## src/rtl/intc_pkg.sv

```systemverilog
package intc_pkg;
  localparam int INT_SRC = 7;
  localparam int PIN_CNT = 3;
  localparam int SRC_CNT = INT_SRC + PIN_CNT;
  localparam int REG_W   = 32;
  localparam int EN_LSB  = 0;
  localparam int ST_LSB  = 16;
  localparam int POL_LSB = 26;
  localparam int FN_LSB  = 29;
  localparam int PIN_START = 0;
  localparam int PIN_EXT   = 1;
  localparam int PIN_TRIG  = 2;

  typedef struct packed {
    logic [SRC_CNT-1:0] setMask;
    logic [SRC_CNT-1:0] clrMask;
    logic               cfgWe;
    logic [SRC_CNT-1:0] enNext;
    logic [PIN_CNT-1:0] polNext;
    logic [PIN_CNT-1:0] fnNext;
    logic               startPulse;
    logic               armPulse;
  } strobe_t;
endpackage

```

## src/rtl/intc_edge_unit.sv

```systemverilog
module intc_edge_unit #(
  parameter int SYNC_STAGES = 2
) (
  input  logic clk,
  input  logic rstN,
  input  logic pinIn,
  input  logic polRise,
  output logic edgeHit
);
  localparam int LAST = SYNC_STAGES - 1;

  logic [SYNC_STAGES-1:0] syncQ;
  logic                   prevQ;

  always_ff @(posedge clk) begin
    if (!rstN) syncQ[0] <= 1'b0;
    else       syncQ[0] <= pinIn;
  end

  generate
    for (genvar s = 1; s < SYNC_STAGES; s++) begin : g_sync
      always_ff @(posedge clk) begin
        if (!rstN) syncQ[s] <= 1'b0;
        else       syncQ[s] <= syncQ[s-1];
      end
    end
  endgenerate

  always_ff @(posedge clk) begin
    if (!rstN) prevQ <= 1'b0;
    else       prevQ <= syncQ[LAST];
  end

  always_comb begin
    if (polRise) edgeHit = syncQ[LAST] & ~prevQ;
    else         edgeHit = ~syncQ[LAST] & prevQ;
  end
endmodule

```

## src/rtl/intc_ctrl.sv

```systemverilog
module intc_ctrl
  import intc_pkg::*;
#(
  parameter int SYNC_STAGES = 2
) (
  input  logic               clk,
  input  logic               rstN,
  input  logic               wrEn,
  input  logic [REG_W-1:0]   wrData,
  input  logic [INT_SRC-1:0] intPulse,
  input  logic [PIN_CNT-1:0] pinIn,
  input  logic [PIN_CNT-1:0] polCur,
  input  logic [PIN_CNT-1:0] fnCur,
  output strobe_t            stb
);
  logic [PIN_CNT-1:0] pinHit;
  logic [PIN_CNT-1:0] pinEvent;

  generate
    for (genvar p = 0; p < PIN_CNT; p++) begin : g_pin
      intc_edge_unit #(.SYNC_STAGES(SYNC_STAGES)) u_edge (
        .clk    (clk),
        .rstN   (rstN),
        .pinIn  (pinIn[p]),
        .polRise(polCur[p]),
        .edgeHit(pinHit[p])
      );
    end
  endgenerate

  assign pinEvent = pinHit & fnCur;

  always_comb begin
    stb            = '0;
    stb.setMask    = {pinEvent, intPulse};
    stb.cfgWe      = wrEn;
    stb.clrMask    = wrEn ? wrData[ST_LSB +: SRC_CNT] : '0;
    stb.enNext     = wrData[EN_LSB +: SRC_CNT];
    stb.polNext    = wrData[POL_LSB +: PIN_CNT];
    stb.fnNext     = wrData[FN_LSB +: PIN_CNT];
    stb.startPulse = pinEvent[PIN_START];
    stb.armPulse   = pinEvent[PIN_TRIG];
  end
endmodule

```

## src/rtl/intc_datapath.sv

```systemverilog
module intc_datapath
  import intc_pkg::*;
(
  input  logic               clk,
  input  logic               rstN,
  input  strobe_t            stb,
  output logic [REG_W-1:0]   rdData,
  output logic [PIN_CNT-1:0] polCur,
  output logic [PIN_CNT-1:0] fnCur,
  output logic               irqOut,
  output logic               startOut,
  output logic               armOut
);
  logic [SRC_CNT-1:0] enReg;
  logic [SRC_CNT-1:0] stReg;
  logic [PIN_CNT-1:0] polReg;
  logic [PIN_CNT-1:0] fnReg;
  logic               startQ;
  logic               armQ;

  always_ff @(posedge clk) begin
    if (!rstN) begin
      enReg  <= '0;
      polReg <= '0;
      fnReg  <= '0;
    end else if (stb.cfgWe) begin
      enReg  <= stb.enNext;
      polReg <= stb.polNext;
      fnReg  <= stb.fnNext;
    end
  end

  always_ff @(posedge clk) begin
    if (!rstN) stReg <= '0;
    else       stReg <= (stReg & ~stb.clrMask) | stb.setMask;
  end

  always_ff @(posedge clk) begin
    if (!rstN) begin
      startQ <= 1'b0;
      armQ   <= 1'b0;
    end else begin
      startQ <= stb.startPulse;
      armQ   <= stb.armPulse;
    end
  end

  always_comb begin
    rdData = '0;
    rdData[EN_LSB +: SRC_CNT]  = enReg;
    rdData[ST_LSB +: SRC_CNT]  = stReg;
    rdData[POL_LSB +: PIN_CNT] = polReg;
    rdData[FN_LSB +: PIN_CNT]  = fnReg;
  end

  assign irqOut   = |(stReg & enReg);
  assign polCur   = polReg;
  assign fnCur    = fnReg;
  assign startOut = startQ;
  assign armOut   = armQ;

  generate
    for (genvar i = 0; i < SRC_CNT; i++) begin : g_chk
      p_rise_needs_event_r2: assert property (@(posedge clk) disable iff (!rstN)
        $past(rstN) && $rose(stReg[i]) |-> $past(stb.setMask[i]));
      p_fall_needs_clear_r3: assert property (@(posedge clk) disable iff (!rstN)
        $past(rstN) && $fell(stReg[i]) |-> $past(stb.clrMask[i]));
      p_set_beats_clear_r4: assert property (@(posedge clk) disable iff (!rstN)
        $past(rstN) && $past(stb.setMask[i]) |-> stReg[i]);
    end
  endgenerate

  p_irq_held_r5: assert property (@(posedge clk) disable iff (!rstN)
    $past(rstN) && $past(irqOut) && !$past(stb.cfgWe) |-> irqOut);
  p_start_needs_fn_r8: assert property (@(posedge clk) disable iff (!rstN)
    $past(rstN) && startOut |-> $past(fnReg[PIN_START]));
  p_arm_needs_fn_r8: assert property (@(posedge clk) disable iff (!rstN)
    $past(rstN) && armOut |-> $past(fnReg[PIN_TRIG]));
endmodule

```

## src/rtl/intc_top.sv

```systemverilog
module intc_top
  import intc_pkg::*;
#(
  parameter int SYNC_STAGES = 2
) (
  input  logic               clk,
  input  logic               rstN,
  input  logic               wrEn,
  input  logic [REG_W-1:0]   wrData,
  output logic [REG_W-1:0]   rdData,
  input  logic [INT_SRC-1:0] intPulse,
  input  logic [PIN_CNT-1:0] pinIn,
  output logic               irqOut,
  output logic               convStart,
  output logic               convArm
);
  strobe_t            stb;
  logic [PIN_CNT-1:0] polCur;
  logic [PIN_CNT-1:0] fnCur;

  intc_ctrl #(.SYNC_STAGES(SYNC_STAGES)) u_ctrl (
    .clk     (clk),
    .rstN    (rstN),
    .wrEn    (wrEn),
    .wrData  (wrData),
    .intPulse(intPulse),
    .pinIn   (pinIn),
    .polCur  (polCur),
    .fnCur   (fnCur),
    .stb     (stb)
  );

  intc_datapath u_dp (
    .clk     (clk),
    .rstN    (rstN),
    .stb     (stb),
    .rdData  (rdData),
    .polCur  (polCur),
    .fnCur   (fnCur),
    .irqOut  (irqOut),
    .startOut(convStart),
    .armOut  (convArm)
  );
endmodule

```

## config.mk

```make
export PLATFORM = sky130hd
export DESIGN_NAME = intc_top
export DESIGN_NICKNAME = d
export VERILOG_FILES = /design/src/rtl/intc_pkg.sv /design/src/rtl/intc_edge_unit.sv /design/src/rtl/intc_ctrl.sv /design/src/rtl/intc_datapath.sv /design/src/rtl/intc_top.sv
export SDC_FILE = /design/constraint.sdc
export NUM_CORES = 1
export LEC_CHECK = 0
export ABC_AREA = 1
export BUFFER_PORTS_ARGS = -buffer_cell sky130_fd_sc_hd__buf_2
export CORE_ASPECT_RATIO = 2
export CORE_UTILIZATION = 40
export CTS_BUF_LIST = sky130_fd_sc_hd__clkbuf_16
export CTS_CLUSTER_DIAMETER = 120
export DETAILED_ROUTE_END_ITERATION = 8
export MAX_ROUTING_LAYER = met4
export PLACE_DENSITY = 0.74
export SYNTH_ARGS = -nofsm -noshare
export SYNTH_HDL_FRONTEND = slang
export SYNTH_SLANG_ARGS = --single-unit
```

## constraint.sdc

```tcl
create_clock -name clk -period 2.2 [get_ports clk]
set_input_delay 0.44 -clock clk [delete_from_list [all_inputs] [get_ports clk]]
set_output_delay 0.44 -clock clk [all_outputs]
set_load 0.03 [all_outputs]
```

==> qor.yml <==
run:
  maxCapViolations: 0
place:
  portBuffers: 67
  place.gp.congestion: 0.7326
  dp.cells: 274
  dp_hpwl_um: 2219
clock_tree:
  cts-root-buf: "clkbuf_16"
  post_cts.repair.setup_buffers: 0
  post_cts_resized: 0
  clkSlewWorstSetupHoldPaths_ns: 0.06
  cts_sinks: 37
  cts_buffers: 5
  max-clock-path-buffers: 2
  ctsHoldBuffers: 0
  cts_tree: "built"
  cts_max_level: 2
  clkLatencyLatePin_ns: 0.28
setup_path:
  crit_fanout: 3
  startpoint_type: "flop"
  crit_top_cell: "nand2_1"
  cp.buffers_inverters: 1
  critPathCaptureType: "primary output"
  crit_cells: 5
  reg2regPathDepth: 3
  cp.required_ns: 1.76
  critPathKind: "flop to primary output"
  cp_slowest_cell: "dfxtp_1"
  arrival_ns: 1.14
  critical_path.cell_chain: "nand2_1 -> nand3_1 -> a21oi_1 -> nand2_1 -> buf_2"
  slowest_delay_ns: 0.32
  cp_top_family: "flip-flops"
synthesis:
  synth_area_mm2: 0.001399
  synth_cell_types: 15
  yosys-top-cells-area: "dfxtp_1 53%, nand2_1 11%, nor2_1 9.7%, o21ai_0 6.1%, buf_4 5.9%"
  avgSynthCellArea_um2: 7.561
  yosys.area.top_type: "dfxtp_1"
  synth_warnings: 0
  yosys_register_bits: 37
  netlist.area_leader.share: 0.5295
  seq_area_frac_synth: 0.5295
  synth_cells: 185
die:
  dieArea_mm2: 0.003752
  initial_core_util: 0.4141
  rows: 30
  boundaryPins: 80
  core_mm2: 0.003378
  die_w_um: 43.82
  die_h_um: 85.63
worst_hold_path:
  hold_path_class: "primary input to flop"
  holdPathStages: 3
status:
  status: "finished, violations left"
  violations: "design-rule violations"
power:
  p_leak_uw: 0.001019
  vdd.ir_drop.worst_uv: 739.0
  powerDensity_mw_per_mm2: 894.3
global_route:
  grt_max_degree: 31
  grt_remaining_overflow: 0
  grt_pass1_wl_um: 5133
  track_usage: 0.1934
  grt_pass1_vias: 1247
  antenna_found_initial: 0
layout:
  layout_commonest_cell: "buf_2"
  layout_common_cells: "67 x buf_2, 40 x nand2_1, 37 x dfxtp_1"
  instances_no_fill: 282
  synthToLayoutAreaGrowth_pct: 30.41
  final_nets: 294
  antenna_cells: 0
  drive_gt1_frac: 0.3000
sta:
  period_minus_slack_ns: 1.581
  final_hold_viol_count: 0
  fin_tns_setup_ns: 0
  rsz0062_at_grt: "false"
  final_max_slew_viol_count: 0
  finClkSkew_ns: 0.003858
  period_share: 0.7186
  max_freq_mhz: 632.5
  finalSetupViolations: 0
detailed_routing:
  drcViolationCount: 4
  first_pass_iters: 6
  num_vias: 1337
  wl_um: 3081
  postRouteAntennaNets: 0
  wl_per_cell_um: 10.93
  vias_per_cell: 4.741
  drtIter0Drc: 19
## logic make-up (layout without fill, tap and decap cells)
group | count (synthesis) | in the layout | share of synthesized area
buffers and inverters | 34 | 94 | 0.1279
AND/OR/NAND/NOR | 84 | 84 | 0.2343
flip-flops | 37 | 37 | 0.5295
AO/OA/AOI/OAI | 29 | 29 | 0.1055
other | 1 | 6 | 0.002681
## worst register-to-register path: cells and delay by family (launching register included)
kind / cells / cell delay, ns
flops: 1 / 0.37
simple gates: 2 / 0.20
compound gates: 1 / 0.13
## where the power goes
part / total, uW / internal, uW / switching [uW]
clock: 666 / 410 / 256
combinational: 230 / 74.4 / 156
sequential: 735 / 710 / 25.0
total: 1630 / 1190 / 437
## cell type report
class,instances,area [um^2]
fill,346,1554
sequential,37,740.7
multi-input combinational,119,498.0
timing repair buffer,67,335.3
clock buffer,5,125.1
inverter,19,71.32
tap,32,40.04
clock inverter,3,13.76
## through the flow
stage | power [uW] | utilization | cell area (um^2) | hold slack (ns) | setup WS [ns]
after floorplan | 912.9 | - | 1418 | 0.3905 | 0.8206
after global placement | 977.4 | 0.4989 | 1685 | 0.3968 | 0.7140
after detailed placement | 981.5 | 0.4989 | 1685 | 0.4035 | 0.7039
after CTS | 1652 | 0.5400 | 1824 | 0.3413 | 0.6107
after global routing | 1705 | 0.5400 | 1824 | 0.3482 | 0.5405
final | 1631 | 0.5400 | 1824 | 0.3441 | 0.6191
## flip-flops by register name, summed over array words and instances, names as in the netlist
name	flops
u_dp.enReg	10
u_dp.stReg	10
u_ctrl.g_pin.u_edge.syncQ	6
u_ctrl.g_pin.u_edge.prevQ	3
u_dp.fnCur	3
u_dp.polCur	3
u_dp.armOut	1
u_dp.startOut	1
## worst paths after layout
path | startpoint | slack [ns] | endpoint
min | pinIn[2] | 0.34 | u_ctrl.g_pin[2].u_edge.syncQ[0]
min reg2reg | u_ctrl.g_pin[0].u_edge.syncQ[0] | 0.41 | u_ctrl.g_pin[0].u_edge.syncQ[1]
max reg2reg | u_dp.polCur[0] | 1.44 | u_dp.stReg[7]
max | u_dp.stReg[7] | 0.62 | irqOut
## cells in the mapped netlist
library cell  count
dfxtp_1          37
o21bai_1          1
buf_6             1
inv_1            18
buf_4            11
nand3_1           6
conb_1            1
clkbuf_1          1
a21oi_1          11
nand4_1           2
inv_2             1
o21ai_0          17
buf_2             2
nor2_1           36
nand2_1          40
## per-layer routing
metal	global-route usage	up-vias	share of wire
met3	0.03158	8	0.050
met5	-	-	0
met1	0.1848	592	0.37
met2	0.3324	54	0.54
li1	-	683	-
met4	0.1392	0	0.033
Power figures use the tool's default switching activity.
